[src/rtl/bw_mul_pkg.sv]
package bw_mul_pkg;

   // rows left after one level of 3:2 counters over a set of r rows
   function automatic int next_rows(input int r);
      return 2 * (r / 3) + (r % 3);
   endfunction

   // rows present at a given level of the tree
   function automatic int rows_at(input int r0, input int lvl);
      int r;
      r = r0;
      for (int k = 0; k < lvl; k++) r = next_rows(r);
      return r;
   endfunction

   // number of counter levels needed to reach two rows
   function automatic int tree_levels(input int r0);
      int r;
      int l;
      r = r0;
      l = 0;
      while (r > 2) begin
         r = next_rows(r);
         l++;
      end
      return l;
   endfunction

endpackage

[src/rtl/bw_ppgen.sv]
module bw_ppgen #(
   parameter int N  = 8,
   parameter int W0 = 11
) (
   input  logic [N-1:0]  a,
   input  logic [N-1:0]  b,
   output logic [W0-1:0] lo_rows [N],
   output logic [N-1:0]  hi_rows [N+1]
);
   if (W0 < N + 1) begin : g_bad_w0
      $error("bw_ppgen: W0 must exceed N");
   end

   always_comb begin
      for (int i = 0; i < N; i++) begin
         lo_rows[i] = '0;
         hi_rows[i] = '0;
      end
      // sign-correction constant at column N
      hi_rows[N] = N'(1);
      for (int i = 0; i < N; i++) begin
         for (int j = 0; j < N; j++) begin
            logic bit_v;
            // row top bits flip, last row flips below its top, corner stays
            bit_v = (a[j] & b[i]) ^ ((j == N-1) ^ (i == N-1));
            if (i + j < N) lo_rows[i][i+j]   = bit_v;
            else           hi_rows[i][i+j-N] = bit_v;
         end
      end
   end
endmodule

[src/rtl/bw_fa_row.sv]
module bw_fa_row #(
   parameter int W = 8
) (
   input  logic [W-1:0] x,
   input  logic [W-1:0] y,
   input  logic [W-1:0] z,
   output logic [W-1:0] s,
   output logic [W-1:0] c
);
   if (W < 2) begin : g_bad_w
      $error("bw_fa_row: W must be at least 2");
   end

   assign s = x ^ y ^ z;
   // carries move one column up; the one past the top is dropped (mod 2^W)
   assign c = {(x[W-2:0] & y[W-2:0]) | (x[W-2:0] & z[W-2:0]) | (y[W-2:0] & z[W-2:0]), 1'b0};
endmodule

[src/rtl/bw_csa_tree.sv]
module bw_csa_tree
   import bw_mul_pkg::*;
#(
   parameter int W    = 8,
   parameter int ROWS = 8
) (
   input  logic [W-1:0] rows_i [ROWS],
   output logic [W-1:0] sum_o
);
   localparam int LEVELS = tree_levels(ROWS);

   if (ROWS < 2) begin : g_bad_rows
      $error("bw_csa_tree: ROWS must be at least 2");
   end

   for (genvar l = 0; l <= LEVELS; l++) begin : g_lvl
      localparam int RN = rows_at(ROWS, l);
      logic [W-1:0] row [RN];
      if (l == 0) begin : g_in
         for (genvar r = 0; r < RN; r++) begin : g_cp
            assign row[r] = rows_i[r];
         end
      end else begin : g_red
         localparam int RP = rows_at(ROWS, l - 1);
         localparam int NG = RP / 3;
         for (genvar g = 0; g < NG; g++) begin : g_fa
            bw_fa_row #(.W(W)) u_fa (
               .x (g_lvl[l-1].row[3*g]),
               .y (g_lvl[l-1].row[3*g+1]),
               .z (g_lvl[l-1].row[3*g+2]),
               .s (row[2*g]),
               .c (row[2*g+1])
            );
         end
         for (genvar k = 0; k < RP % 3; k++) begin : g_pass
            assign row[2*NG+k] = g_lvl[l-1].row[3*NG+k];
         end
      end
   end

   // two-row carry-propagate add; structure left to the adder library
   assign sum_o = g_lvl[LEVELS].row[0] + g_lvl[LEVELS].row[1];
endmodule

[src/rtl/bw_mul_split.sv]
module bw_mul_split #(
   parameter int N      = 8,
   parameter bit IN_REG = 1'b1
) (
   input  logic              clk,
   input  logic              rst_n,
   input  logic [N-1:0]      op_a,
   input  logic [N-1:0]      op_b,
   output logic [2*N-1:0]    prod
);
   localparam int W0     = N + $clog2(N);
   localparam int LO_MAX = (N - 1) * (1 << N) + 1;

   if (N < 3 || N > 16) begin : g_bad_n
      $error("bw_mul_split: N must lie in 3..16");
   end

   logic [N-1:0] a_q;
   logic [N-1:0] b_q;

   if (IN_REG) begin : g_reg
      always_ff @(posedge clk or negedge rst_n) begin
         if (!rst_n) begin
            a_q <= '0;
            b_q <= '0;
         end else begin
            a_q <= op_a;
            b_q <= op_b;
         end
      end

      AST_CAPTURE_A: assert property (@(posedge clk) disable iff (!rst_n)
         1'b1 |=> a_q == $past(op_a));
      AST_CAPTURE_B: assert property (@(posedge clk) disable iff (!rst_n)
         1'b1 |=> b_q == $past(op_b));
      AST_HOLD_PROD: assert property (@(negedge clk) disable iff (!rst_n)
         $stable(a_q) && $stable(b_q) |-> $stable(prod));
   end else begin : g_comb
      assign a_q = op_a;
      assign b_q = op_b;
   end

   logic [W0-1:0] lo_rows [N];
   logic [N-1:0]  hi_rows [N+1];
   logic [W0-1:0] lo_sum;
   logic [N-1:0]  hi_sum;
   logic [N-1:0]  hi_byte;

   bw_ppgen #(.N(N), .W0(W0)) u_pp (
      .a       (a_q),
      .b       (b_q),
      .lo_rows (lo_rows),
      .hi_rows (hi_rows)
   );

   bw_csa_tree #(.W(W0), .ROWS(N)) u_lo (
      .rows_i (lo_rows),
      .sum_o  (lo_sum)
   );

   bw_csa_tree #(.W(N), .ROWS(N + 1)) u_hi (
      .rows_i (hi_rows),
      .sum_o  (hi_sum)
   );

   // low half overflow meets high half sum, modulo 2^N
   assign hi_byte = N'(lo_sum[W0-1:N]) + hi_sum;
   assign prod    = {~hi_byte[N-1], hi_byte[N-2:0], lo_sum[N-1:0]};

   AST_PRODUCT_EXACT: assert property (@(posedge clk) disable iff (!rst_n)
      prod == ($signed({{N{a_q[N-1]}}, a_q}) * $signed({{N{b_q[N-1]}}, b_q})));
   AST_LOW_BYTE: assert property (@(posedge clk) disable iff (!rst_n)
      prod[N-1:0] == N'(a_q * b_q));
   AST_LOW_BOUND: assert property (@(posedge clk) disable iff (!rst_n)
      lo_sum <= W0'(LO_MAX));
   AST_MIN_SQUARE: assert property (@(posedge clk) disable iff (!rst_n)
      (a_q == {1'b1, {(N-1){1'b0}}}) && (b_q == {1'b1, {(N-1){1'b0}}})
      |-> prod == (2*N)'(1) << (2*N-2));
   AST_ZERO_OPERAND: assert property (@(posedge clk) disable iff (!rst_n)
      (a_q == '0) || (b_q == '0) |-> prod == '0);
endmodule

[config.mk]
export PLATFORM = sky130hd
export DESIGN_NAME = bw_mul_split
export DESIGN_NICKNAME = d
export VERILOG_FILES = /design/src/rtl/bw_mul_pkg.sv /design/src/rtl/bw_ppgen.sv /design/src/rtl/bw_fa_row.sv /design/src/rtl/bw_csa_tree.sv /design/src/rtl/bw_mul_split.sv
export SDC_FILE = /design/constraint.sdc
export NUM_CORES = 1
export LEC_CHECK = 0
export ABC_AREA = 0
export BUFFER_PORTS_ARGS = -buffer_cell sky130_fd_sc_hd__buf_2
export CELL_PAD_IN_SITES_DETAIL_PLACEMENT = 0
export CELL_PAD_IN_SITES_GLOBAL_PLACEMENT = 2
export CORE_UTILIZATION = 41
export CTS_BUF_LIST = sky130_fd_sc_hd__clkbuf_2
export DETAILED_ROUTE_END_ITERATION = 10
export GPL_TIMING_DRIVEN = 1
export PLACE_DENSITY_LB_ADDON = 0.08
export SYNTH_ARGS = -nofsm -noshare
export SYNTH_HDL_FRONTEND = slang
export SYNTH_SLANG_ARGS = --single-unit
[constraint.sdc]
create_clock -name clk -period 12.7 [get_ports clk]
set_input_delay 2.54 -clock clk [delete_from_list [all_inputs] [get_ports clk]]
set_output_delay 2.54 -clock clk [all_outputs]
set_load 0.02 [all_outputs]
; Word level (Yosys, flattened, before mapping)
; Cells that the tools add are included.
[totals]
register_bits = 16
input_bits = 18
out_inout_bits = 16
word_cells = 168
[classes]
n_addsub = 3
bitwise_logic = 163
[ops]
columns = cell, n
row1 = 10-bit AND, 9
row2 = 7-bit AND, 12
row3 = 10-bit OR, 7
row4 = 1-bit AND, 64
row5 = 8-bit XOR, 8
row6 = 8-bit AND, 7
row7 = 7-bit OR, 8
row8 = 11-bit XOR, 5
row9 = 11-bit by 8-bit XOR with 11-bit output, 3
row10 = 8-bit OR, 4
row11 = 10-bit by 8-bit AND with 10-bit output, 2
row12 = 1-bit inverter, 16
row13 = 7-bit by 1-bit OR with 7-bit output, 2
row14 = 11-bit adder, 1
row15 = 11-bit by 9-bit XOR with 11-bit output, 1
row16 = 10-bit by 8-bit OR with 10-bit output, 1
row17 = 9-bit by 8-bit XOR with 9-bit output, 1
row18 = 3-bit by 8-bit adder with 8-bit output, 1
row19 = 8-bit adder, 1
row20 = 6-bit by 8-bit XOR with 8-bit output, 1
row21 = 8-bit by 5-bit XOR with 8-bit output, 1
row22 = 6-bit by 7-bit AND with 7-bit output, 1
row23 = 6-bit by 7-bit XOR with 7-bit output, 1
row24 = 3-bit by 5-bit AND with 5-bit output, 1
row25 = other kinds (8), 8

; Logic depth before layout (Yosys ltp)
; Gate-level depths: netlist of run 1.
[depth]
depth_word = 17
mapped_depth = 20
ltp_nobuf = 20

; Hierarchy
; Synthesis of run 1 repeated with hierarchy kept, for this count alone.
[hier_totals]
cells_unflattened = 454
area_unflattened_um2 = 5102.4
[by_module_without_submodules]
columns = mod, instances, cells_each, area_per_inst_um2, seq_area_each_um2
row1 = bw_fa_row (u_lo.g_lvl[1].g_red.g_fa[0].u_fa ...), 6, 13, 235.2, 0.0
row2 = bw_fa_row (u_hi.g_lvl[1].g_red.g_fa[0].u_fa ...), 7, 10, 175.2, 0.0
row3 = bw_ppgen, 1, 162, 1093.5, 0.0
row4 = bw_mul_split, 1, 40, 586.8, 400.4
row5 = bw_csa_tree (u_lo), 1, 62, 452.9, 0.0
row6 = bw_csa_tree (u_hi), 1, 42, 331.6, 0.0

; Worst setup path before layout of run 1
; No wires, ideal clock.
[synth_path]
kind = flip-flop to output port
start = register a_q[3]
end = output prod[15]
t_arrival_ns = 5.370
required_ns = 10.160
slack_ns = 4.790
path_stages_with_launch = 20
n_path_buf = 0
cell_sequence = dfrtp_1 -> and2_1 -> fa_1 -> inv_1 -> fa_1 -> fa_1 -> fa_1 -> inv_1 -> ha_1 -> o21ai_0 -> nor2_1 -> o21ai_0 -> nand2b_1 -> fa_1 -> inv_1 -> fa_1 -> nor2b_1 -> o31a_1 -> o32ai_1 -> a311oi_1
[synth_via]
elab_chain_cells = 16
elab_cells_between_ends = 89
classes_between = 3 x add/sub / 86 x bitwise
[synth_lines]
columns = item, line
row1 = "start, declared", bw_mul_split.sv:18  ; logic [N-1:0] a_q;
row2 = "start signal, assigned", bw_mul_split.sv:27  ; a_q <= op_a;
row3 = 1-bit AND, bw_ppgen.sv:25  ; bit_v = (a[j] & b[i]) ^ ((j == N-1) ^ (i == N-1));
row4 = 8-bit AND, bw_fa_row.sv:16  ; assign c = {(x[W-2:0] & y[W-2:0]) | (x[W-2:0] & z[W-2:0]) | (y[W-2:0] & z[W-2:0]), 1'b0};
row5 = 8-bit OR (2 in series), bw_fa_row.sv:16
row6 = 10-bit AND, bw_fa_row.sv:16
row7 = 10-bit OR (2 in series), bw_fa_row.sv:16
row8 = 10-bit AND, bw_fa_row.sv:16
row9 = 10-bit OR (2 in series), bw_fa_row.sv:16
row10 = 10-bit AND, bw_fa_row.sv:16
row11 = 10-bit OR (2 in series), bw_fa_row.sv:16
row12 = 11-bit adder, bw_csa_tree.sv:42  ; assign sum_o = g_lvl[LEVELS].row[0] + g_lvl[LEVELS].row[1];
row13 = 3-bit by 8-bit adder with 8-bit output *, bw_mul_split.sv:67  ; assign hi_byte = N'(lo_sum[W0-1:N]) + hi_sum;
row14 = 1-bit inverter *, bw_mul_split.sv:68  ; assign prod = {~hi_byte[N-1], hi_byte[N-2:0], lo_sum[N-1:0]};
row15 = "end, declared", bw_mul_split.sv:9  ; output logic [2*N-1:0] prod
; Mark *: on every way between the ends. The rest lies on a longest branch, timed or not.

; Final worst setup path of run 1
[layout_path]
start = register a_q[2]
end = output prod[15]
; The elaborated chain is that of the path after synthesis.

==> metrics.txt, run 1 <==
fin worst setup slack=4.31 ns; FP Rows=27; Synth area leader=fa_1; slowest library cell on the worst path=fa_1; max_cap viols=0; total leakage power=between 0.001 and 0.0015 uW; total grt overflow=0; vias in the first global route=1694; area delta synth->final=11.3%; DRC Markers=0; ys flop type=dfrtp_1; PwrDens=192 nW/um^2; CP cell instances=nand2_1, fa_1, fa_1, fa_1, fa_1, inv_1, ha_1, o21ai_0, nor2_1, o21ai_0, nand2b_1, fa_1, inv_1, fa_1, nor2b_1, o31a_1, o32ai_1, a311oi_1, buf_2; drt total wl=4250 um; Synth async-reset ratio=1.00; Tot Pwr=511 uW; max_slew headroom=0.785; layout net count=376; Pint=238 uW; Max Root-Sink Buffers=2; layout cells sized above 1=0.134; CTS Sinks=16; post-synth top area share=0.326; slowest stage delay, CP=0.56 ns; synthesized area per cell=9.94 um^2; post-synthesis cell count=between 200 and 250; CTS Root Cell=clkbuf_2; area of the multi-input gates=1820 um^2; post-CTS setup buffers=0; Fin. Hold Viols=0; H-tree Lvls=1; metal1 wirelength=2200 um; Die H=slightly below 80 um; dpl ws=4.58 ns; final setup TNS=0 ns; VDD IR max=roughly 170 uV; clock slew at reported path FFs=0.12 ns; Post-synth EDFFs=0; flops & latches, synth=16; synth top area cells=fa_1 33%, ha_1 21%, dfrtp_1 17%, inv_1 7.5%, and2_1 6.8%; crit path launch type=register; Flop pwr share=0.116; CTS tree=done; routed wl met3=roughly 67 um; NetSw=274 uW; cts repair resizes=0; Gate power share=0.846; DRT iter0 DRCs=38; initial antenna violation count=0; Filler Cell Count=562; DR WL/cell=12.2 um; critical path arrival=approximately 5.9 ns; Final setup viols=0; outcome=complete, no violations; Max Used Layer=met4; Required @ worst endpoint=10.16 ns; most frequent CP cell=fa_1; Post-Syn Area=2400 um^2; Fmax achieved=0.119 GHz; io pins=34; DRT antenna net count=0; Initial DRT Pass Iterations=4; final worst-path cycle share=0.660; HPWL after DPL=around 3700 um; core area=between 5000 and 6000 um^2; final hold slack=2.16 ns; worst-margin pin slew=0.322 ns; vias per inst=4.76; GPL Wtd Cong=between 0.8 and 0.9; Post-CTS Hold Fix Bufs=0; CP endpoint kind=output port; Ys Warns=0; syn nets=338; routed wl met2=slightly below 2000 um; fin util=0.478; RSZ-0062 raised after global routing=false; Hold Path Class=input port to async pin; CTS Buf Count=3; CP Class=register to output port; Die Wd=slightly below 80 um; min Tclk post-route=8.39 ns; first-pass GRT wire length=7630 um; Starting Density=0.430; Reg area=400 um^2; via count=1660; GRT Util Overall=0.156; switch share=0.535; Ant. Diodes=0; library cells used by synthesis=23; pin count of the biggest net entering global routing=17; die area=6150 um^2; post-synthesis sequential area ratio=0.167; buffers added on ports=33; Max Slew Vio Count=0; Clock Power Share=0.037; CP Max Fanout=8
==> critical path: cells and delay by family (launching register included) <==
| kind | cells | cell delay [ns] |
|---|---|---|
| and+or+nand+nor | 4 | 0.48 |
| adders and majority gates | 7 | 3.46 |
| DFF | 1 | 0.54 |
| AOI/OAI and AO/OA | 5 | 0.81 |
| buffers and inverters | 3 | 0.30 |
==> layer usage <==
layer  up-vias  global-route usage
met5         -                   0
met4         0              0.0278
met3         2             0.00349
met2        22               0.260
met1       817               0.230
li1        819                   -
==> per-stage QoR <==
stage,instance area [um^2],std cells
2_1_floorplan,2400,241
3_3_place_gp,2650,346
3_5_place_dp,2650,346
4_1_cts,2670,349
5_1_grt,2670,349
6_report,2670,349
==> cells by family after synthesis <==
kind of cell,after synthesis,share of synthesized area
buffers and inverters,48,0.0752
AOI/OAI and AO/OA,19,0.0527
DFF,16,0.167
and+or+nand+nor,73,0.145
adders and majority gates,79,0.535
xor gates and xnor gates,6,0.0251
==> final timing paths <==
path	depth (start not counted)	startpoint	slack, ns	end
worst min-delay path	1	rst_n	2.16	b_q[3]
min in group clk	1	op_a[2]	2.38	a_q[2]
worst max-delay path	19	a_q[2]	4.31	prod[15]
max in group asynchronous	1	rst_n	10.31	b_q[4]
==> cell usage in the layout (no fill, tap or decap), types with 3 or more instances in the layout <==
cell      synthesis  routed
a21oi_1           4       4
ha_1             40      40
nor2_1            3       3
dfrtp_1          16      16
nand2_1          40      40
fa_1             39      39
a21o_1            3       3
a211oi_1          3       3
clkbuf_2          0       3
o21ai_0           4       4
xnor2_1           4       4
buf_2             0      33
inv_1            48      48
and2_1           26      26
==> area by class of cell <==
cell class / count / share of cell area
inverters: 48 / 0.0676
multi-input cells: 177 / 0.681
clock buffers: 3 / 0.00563
well taps: 72 / 0.0338
flip-flops and latches: 16 / 0.150
repair buffers: 33 / 0.0619
==> sequential cells by signal, summed over array words and instances, names as in the netlist <==
signal  flops
a_q         8
b_q         8
==> synth_stat cells, types with 3 or more instances <==
cell	count
dfrtp_1	16
a211oi_1	3
fa_1	39
a21oi_1	4
nand2_1	40
a21o_1	3
ha_1	40
inv_1	48
and2_1	26
o21ai_0	4
nor2_1	3
xnor2_1	4
==> power groups by stage <==
stage               logic, uW  registers [uW]  clock network [uW]
floorplan                 337            57.9                   0
global placement          437            60.7                   0
detailed placement        438            60.6                   0
CTS                       443            59.6                20.5
global route              494            60.6                22.6
finish                    433            59.5                19.1
(Power assumes the default switching activity.)
==> run 2: changes to the inputs <==
--- a/config.mk
+++ b/config.mk
@@ -5,11 +5,11 @@
 export SDC_FILE = /design/constraint.sdc
 export NUM_CORES = 1
 export LEC_CHECK = 0
-export ABC_AREA = 0
+export ABC_AREA = 1
 export BUFFER_PORTS_ARGS = -buffer_cell sky130_fd_sc_hd__buf_2
 export CELL_PAD_IN_SITES_DETAIL_PLACEMENT = 0
 export CELL_PAD_IN_SITES_GLOBAL_PLACEMENT = 2
-export CORE_UTILIZATION = 41
+export CORE_UTILIZATION = 33
 export CTS_BUF_LIST = sky130_fd_sc_hd__clkbuf_2
 export DETAILED_ROUTE_END_ITERATION = 10
 export GPL_TIMING_DRIVEN = 1
==> constraint.sdc (replaced) <==
create_clock -name clk -period 6.9 [get_ports clk]
set_input_delay 1.38 -clock clk [delete_from_list [all_inputs] [get_ports clk]]
set_output_delay 1.38 -clock clk [all_outputs]
set_load 0.02 [all_outputs]
==> run 2 against run 1 <==
Net effect:
- cell count up 26%
- synthesized cell count up 26%
- routed wire length up 16%
- core utilization down 7.7 points
- combinational power up 100%
==> metrics.txt, run 2 <==
outcome=complete, no violations; GR peak layer=met1; CTS Sinks=16; CP Max Fanout=8; vias per inst=4.13; Filler Cell Count=approximately 790; GPL Wtd Cong=0.748; Tot Pwr=~1000 uW; synth top area cells=fa_1 31%, ha_1 20%, dfrtp_1 16%, nand2_1 13%, inv_1 12%; DRT antenna net count=0; slowest stage delay, CP=0.57 ns; layout cells sized above 1=0.208; Synth area leader=fa_1; CP cell instances=nand2_1, inv_1, fa_1, fa_1, fa_1, fa_1, inv_1, ha_4, a21oi_1, nand2_1, nand3_1, nand2_1, fa_1, inv_1, fa_2, inv_1, nand2_1, nand2_1, nand2_1, xnor2_1, buf_4; Max Root-Sink Buffers=2; area of placed instances=2770 um^2; core area=7330 um^2; DRC Markers=0; post-synth top area share=0.308; clock slew at reported path FFs=0.13 ns; min Tclk post-route=6.55 ns; top-count cell post-synth=nand2_1; Max Slew Vio Count=0; critical path arrival=roughly 5.2 ns; slowest library cell on the worst path=fa_1; initial antenna violation count=0; final instance area=2940 um^2; pin count of the biggest net entering global routing=17; Post-synth EDFFs=0; Ys Warns=0; library cells used by synthesis=15; DR WL/cell=11.2 um; DRT iter0 DRCs=49; final setup TNS=0 ns; HPWL after DPL=4270 um; vias in the first global route=1784; CP endpoint kind=output port; PwrDens=349 nW/um^2; Final setup viols=0; VDD IR max=126 uV; Ant. Diodes=0; Initial DRT Pass Iterations=4; via count=1819; post-synthesis sequential area ratio=0.158; max_cap viols=0; Fin. Hold Viols=0; layout net count=439; GRT Util Overall=0.133; CTS Root Cell=clkbuf_2; RSZ-0062 raised after global routing=false; Largest regs=a_q x8, b_q x8; Die Wd=roughly 90 um; first-pass GRT wire length=8200 um; post-synthesis cell count=304; top post-synthesis cells by count=85 x nand2_1, 81 x inv_1, 40 x ha_1; area delta synth->final=16.1%; met3 usage=0.00274; H-tree Lvls=1; synthesized area per cell=8.33 um^2; worst-margin pin slew=0.355 ns; most frequent CP cell=nand2_1; buffers added on ports=33; Fmax achieved=roughly 0.15 GHz; M2 GR Usage=0.207; final worst-path cycle share=0.950; drt total wl=4930 um; final hold slack=0.972 ns; Die H=about 90 um; CP Class=register to output port; Hold Path Class=input port to async pin; io pins=34; met1 global-route usage=0.208; die area=8020 um^2; crit path launch type=register; Synth async-reset ratio=1.00; Required @ worst endpoint=between 5 and 6 ns; CTS Buf Count=3; Starting Density=0.345; total grt overflow=0; commonest non-fill, non-tap cell in the layout=nand2_1; FP Rows=31; syn nets=about 400; ys flop type=dfrtp_1; most frequent cells in the layout=85 x nand2_1, 81 x inv_1, 38 x ha_1; CTS tree=done; Post-Syn Area=2530 um^2; total leakage power=0.00175 uW; flops & latches, synth=16; max_slew headroom=0.763
## run 2: changes by cell type in the layout (fill, tap and decap cells not counted), sizes merged, moves of 2 or more
| cell | before | now |
|---|---|---|
| nand3 | 1 | 9 |
| a211oi | 3 | 0 |
| buf | 33 | 49 |
| and2 | 26 | 0 |
| inv | 48 | 81 |
| nand2 | 40 | 86 |
| a21o | 3 | 0 |
| o21ai | 4 | 0 |
| xor2 | 2 | 4 |
## run 2: final cells by class
type | instances | area [um^2] | area share
Clock buffer | 3 | 15.0 | 0.00511
Clock inverter | 1 | 3.75 | 0.00128
Inverter | 81 | 304 | 0.103
Multi-Input combinational cell | 191 | 1790 | 0.609
Sequential cell | 16 | 415 | 0.141
Tap cell | 99 | 124 | 0.0421
Timing Repair Buffer | 49 | 288 | 0.0979
## run 2: worst max path at each step
| stage | start | slack, ns | end |
|---|---|---|---|
| 6_report | a_q[7] | 0.35 | prod[13] |
| 5_1_grt | a_q[7] | 0.009 | prod[13] |
| 4_1_cts | b_q[2] | 0.0001 | prod[13] |
| 3_5_place_dp | a_q[2] | 0.28 | prod[13] |
| 3_3_place_gp | a_q[2] | 0.31 | prod[13] |
| 2_1_floorplan | b_q[5] | 0.46 | prod[13] |
## run 2: cell families after synthesis
family          synth area share
simple gates               0.158
buf+inv                    0.144
fa+ha+maj                  0.506
flops                      0.158
xor+xnor                  0.0242
compound gates           0.00988
## run 2: report_power, final
part / switching [uW] / internal, uW
logic: 527 / 350
clock network: 25.1 / 12.6
registers: 10.5 / 99.2
## run 2: worst max-delay path: cells and delay by family (launching register included)
kind | cells | cell delay, ns
AO/OA/AOI/OAI | 1 | 0.12
XOR/XNOR | 1 | 0.13
adder cells (fa/ha/maj) | 7 | 3.26
buffers and inverters | 5 | 0.42
flip-flops | 1 | 0.49
AND/OR/NAND/NOR | 7 | 0.50
## run 2: metal layers
| metal | vias to the layer above | share of wire |
|---|---|---|
| met5 | - | 0 |
| met3 | 4 | 0.018 |
| li1 | 946 | - |
| met4 | 0 | 0.0089 |
| met2 | 27 | 0.44 |
| met1 | 842 | 0.54 |
## run 2: through the flow
step	utilization	std cells	setup slack, ns
after floorplan	-	304	0.459
after global placement	0.378	421	0.312
after detailed placement	0.378	421	0.284
after CTS	0.380	425	0.000104
after global routing	0.401	440	0.00916
final	0.401	440	0.347
## run 2: timing repair
action	4_1_cts	5_1_grt
setup endpoints to repair	2	3
pin swaps	0	2
hold buffers	0	0
resized for setup	2	16
buffers inserted	0	15
==> run 3: changes to the inputs <==
--- a/config.mk
+++ b/config.mk
@@ -9,8 +9,9 @@
 export BUFFER_PORTS_ARGS = -buffer_cell sky130_fd_sc_hd__buf_2
 export CELL_PAD_IN_SITES_DETAIL_PLACEMENT = 0
 export CELL_PAD_IN_SITES_GLOBAL_PLACEMENT = 2
-export CORE_UTILIZATION = 33
+export CORE_UTILIZATION = 39
 export CTS_BUF_LIST = sky130_fd_sc_hd__clkbuf_2
+export CTS_CLUSTER_SIZE = 12
 export DETAILED_ROUTE_END_ITERATION = 10
 export GPL_TIMING_DRIVEN = 1
 export PLACE_DENSITY_LB_ADDON = 0.08
==> constraint.sdc (replaced) <==
create_clock -name clk -period 7.9 [get_ports clk]
set_input_delay 1.58 -clock clk [delete_from_list [all_inputs] [get_ports clk]]
set_output_delay 1.58 -clock clk [all_outputs]
set_load 0.02 [all_outputs]
==> run 3 against run 2 <==
Net effect:
- total power is 16% lower
- first-iteration DRC count is 27% lower
- sequential share of layout area is 0.43 points higher
- sequential power is 12% lower
- global-route usage is 1.9 points higher
- critical endpoint unchanged
- largest cell class unchanged
- highest routed layer unchanged
==> metrics.txt, run 3 (synthesis gave the netlist of run 2 again) <==
outcome=complete, no violations; slowest library cell on the worst path=fa_1; critical path arrival=between 5 and 6 ns; buffers added on ports=33; H-tree Lvls=1; commonest non-fill, non-tap cell in the layout=nand2_1; Die H=82.6 um; layout net count=between 400 and 500; total leakage power=0.00169 uW; drt total wl=approximately 4600 um; VDD IR max=between 300 and 400 uV; layout cells sized above 1=0.117; Final setup viols=0; final setup TNS=0 ns; cts repair resizes=0; RSZ-0062 raised after global routing=false; Reg area=400 um^2; GPL Wtd Cong=a little over 0.8; FP Rows=28; pin count of the biggest net entering global routing=17; Ant. Diodes=0; CTS Root Cell=clkbuf_2; Die Wd=82.6 um; first-pass GRT wire length=7850 um; via count=between 1500 and 2000; CTS tree=done; Fin. Hold Viols=0; min Tclk post-route=7.04 ns; DRT antenna net count=0; crit path launch type=register; vias per inst=4.46; CP Max Fanout=8; HPWL after DPL=4050 um; NetSw=just under 500 uW; Initial DRT Pass Iterations=4; fin cells=400; clock slew at reported path FFs=0.14 ns; Hold Path Class=input port to async pin; Largest regs=a_q x8, b_q x8; Max Slew Vio Count=0; CTS Sinks=16; GRT Util Overall=0.152; DRT iter0 DRCs=36; # placed instances=396; most frequent cells in the layout=85 x nand2_1, 81 x inv_1, 40 x ha_1; DRC Markers=0; Pint=382 uW; last element of the critical path=prod[13]; max_cap viols=0; Post-CTS Hold Fix Bufs=0; CP cell instances=nand2_1, fa_1, fa_1, fa_1, fa_1, inv_1, ha_1, a21oi_1, nand2_1, nand3_1, nand2_1, fa_1, inv_1, fa_1, inv_1, nand2_1, nand2_1, nand2_1, xnor2_1, buf_2; Filler Cell Count=~660; initial antenna violation count=0; io pins=34; Gate power share=0.850; die area=around 6800 um^2; Fmax achieved=about 0.14 GHz; area delta synth->final=8.60%; area of the multi-input gates=1770 um^2; total grt overflow=0; final worst-path cycle share=0.891; Flop pwr share=0.112; Required @ worst endpoint=6.32 ns; slowest stage delay, CP=0.56 ns; Clock Power Share=0.038; vias in the first global route=1711; CTS Buf Count=3; max_slew headroom=0.780; Starting Density=0.415; Max Root-Sink Buffers=2; worst-margin pin slew=~0.33 ns; post-CTS setup buffers=0; core area=between 6000 and 7000 um^2; DR WL/cell=11.4 um; CP endpoint kind=output port; Critical Path Source=a_q[2]; CP Class=register to output port; PwrDens=314 nW/um^2; switch share=0.558
==> run 3: power by group through the flow <==
| stage | clock network, uW | logic [uW] | registers (uW) |
|---|---|---|---|
| after floorplan | 0 | 580 | 88.3 |
| after global placement | 0 | 747 | 98.8 |
| after detailed placement | 0 | 745 | 98.8 |
| after CTS | 34.8 | 752 | 97.2 |
| after global routing | 38.5 | 853 | 98.6 |
| final | 32.7 | 735 | 96.9 |
==> run 3: layout make-up <==
cell class              instances  share of cell area
multi-input cells             191               0.643
flip-flops and latches         16               0.146
inverters                      81               0.111
repair buffers                 33              0.0601
well taps                      75              0.0341
clock buffers                   3             0.00546
clock inverters                 1             0.00137
==> run 3: routing by layer <==
layer | global-route usage | share of wire | up-vias
met1 | 0.236 | 0.55 | 837
met3 | 0.00659 | 0.019 | 2
met5 | 0 | 0 | -
met4 | 0.0207 | 0.0022 | 0
li1 | - | - | 916
met2 | 0.240 | 0.43 | 29
==> run 3: per-stage QoR <==
stage	total power (uW)	util	setup WS (ns)	hold slack (ns)	area, um^2
2_1_floorplan	669	-	1.26	1.28	2530
3_3_place_gp	846	0.448	1.15	1.50	2730
3_5_place_dp	843	0.448	1.12	1.50	2730
4_1_cts	884	0.451	0.768	1.17	2750
5_1_grt	990	0.451	0.423	1.16	2750
6_report	864	0.451	0.861	1.18	2750
==> run 3: worst max-delay path, delay by kind of cell, from the launching register on <==
kind	cells	cell delay, ns
compound gates	1	0.14
buf+inv	4	0.37
simple gates	7	0.55
xor+xnor	1	0.12
flops	1	0.55
fa+ha+maj	7	3.44
==> run 3: worst min-delay path by stage <==
| stage | from | end | slack [ns] | cells past startpoint |
|---|---|---|---|---|
| final | rst_n | a_q[0] | 1.18 | 1 |
| after floorplan | rst_n | a_q[0] | 1.28 | 0 |
| after CTS | rst_n | a_q[1] | 1.17 | 1 |
| after global placement | rst_n | a_q[1] | 1.50 | 1 |
| after global routing | rst_n | a_q[0] | 1.16 | 1 |
| after detailed placement | rst_n | a_q[1] | 1.50 | 1 |
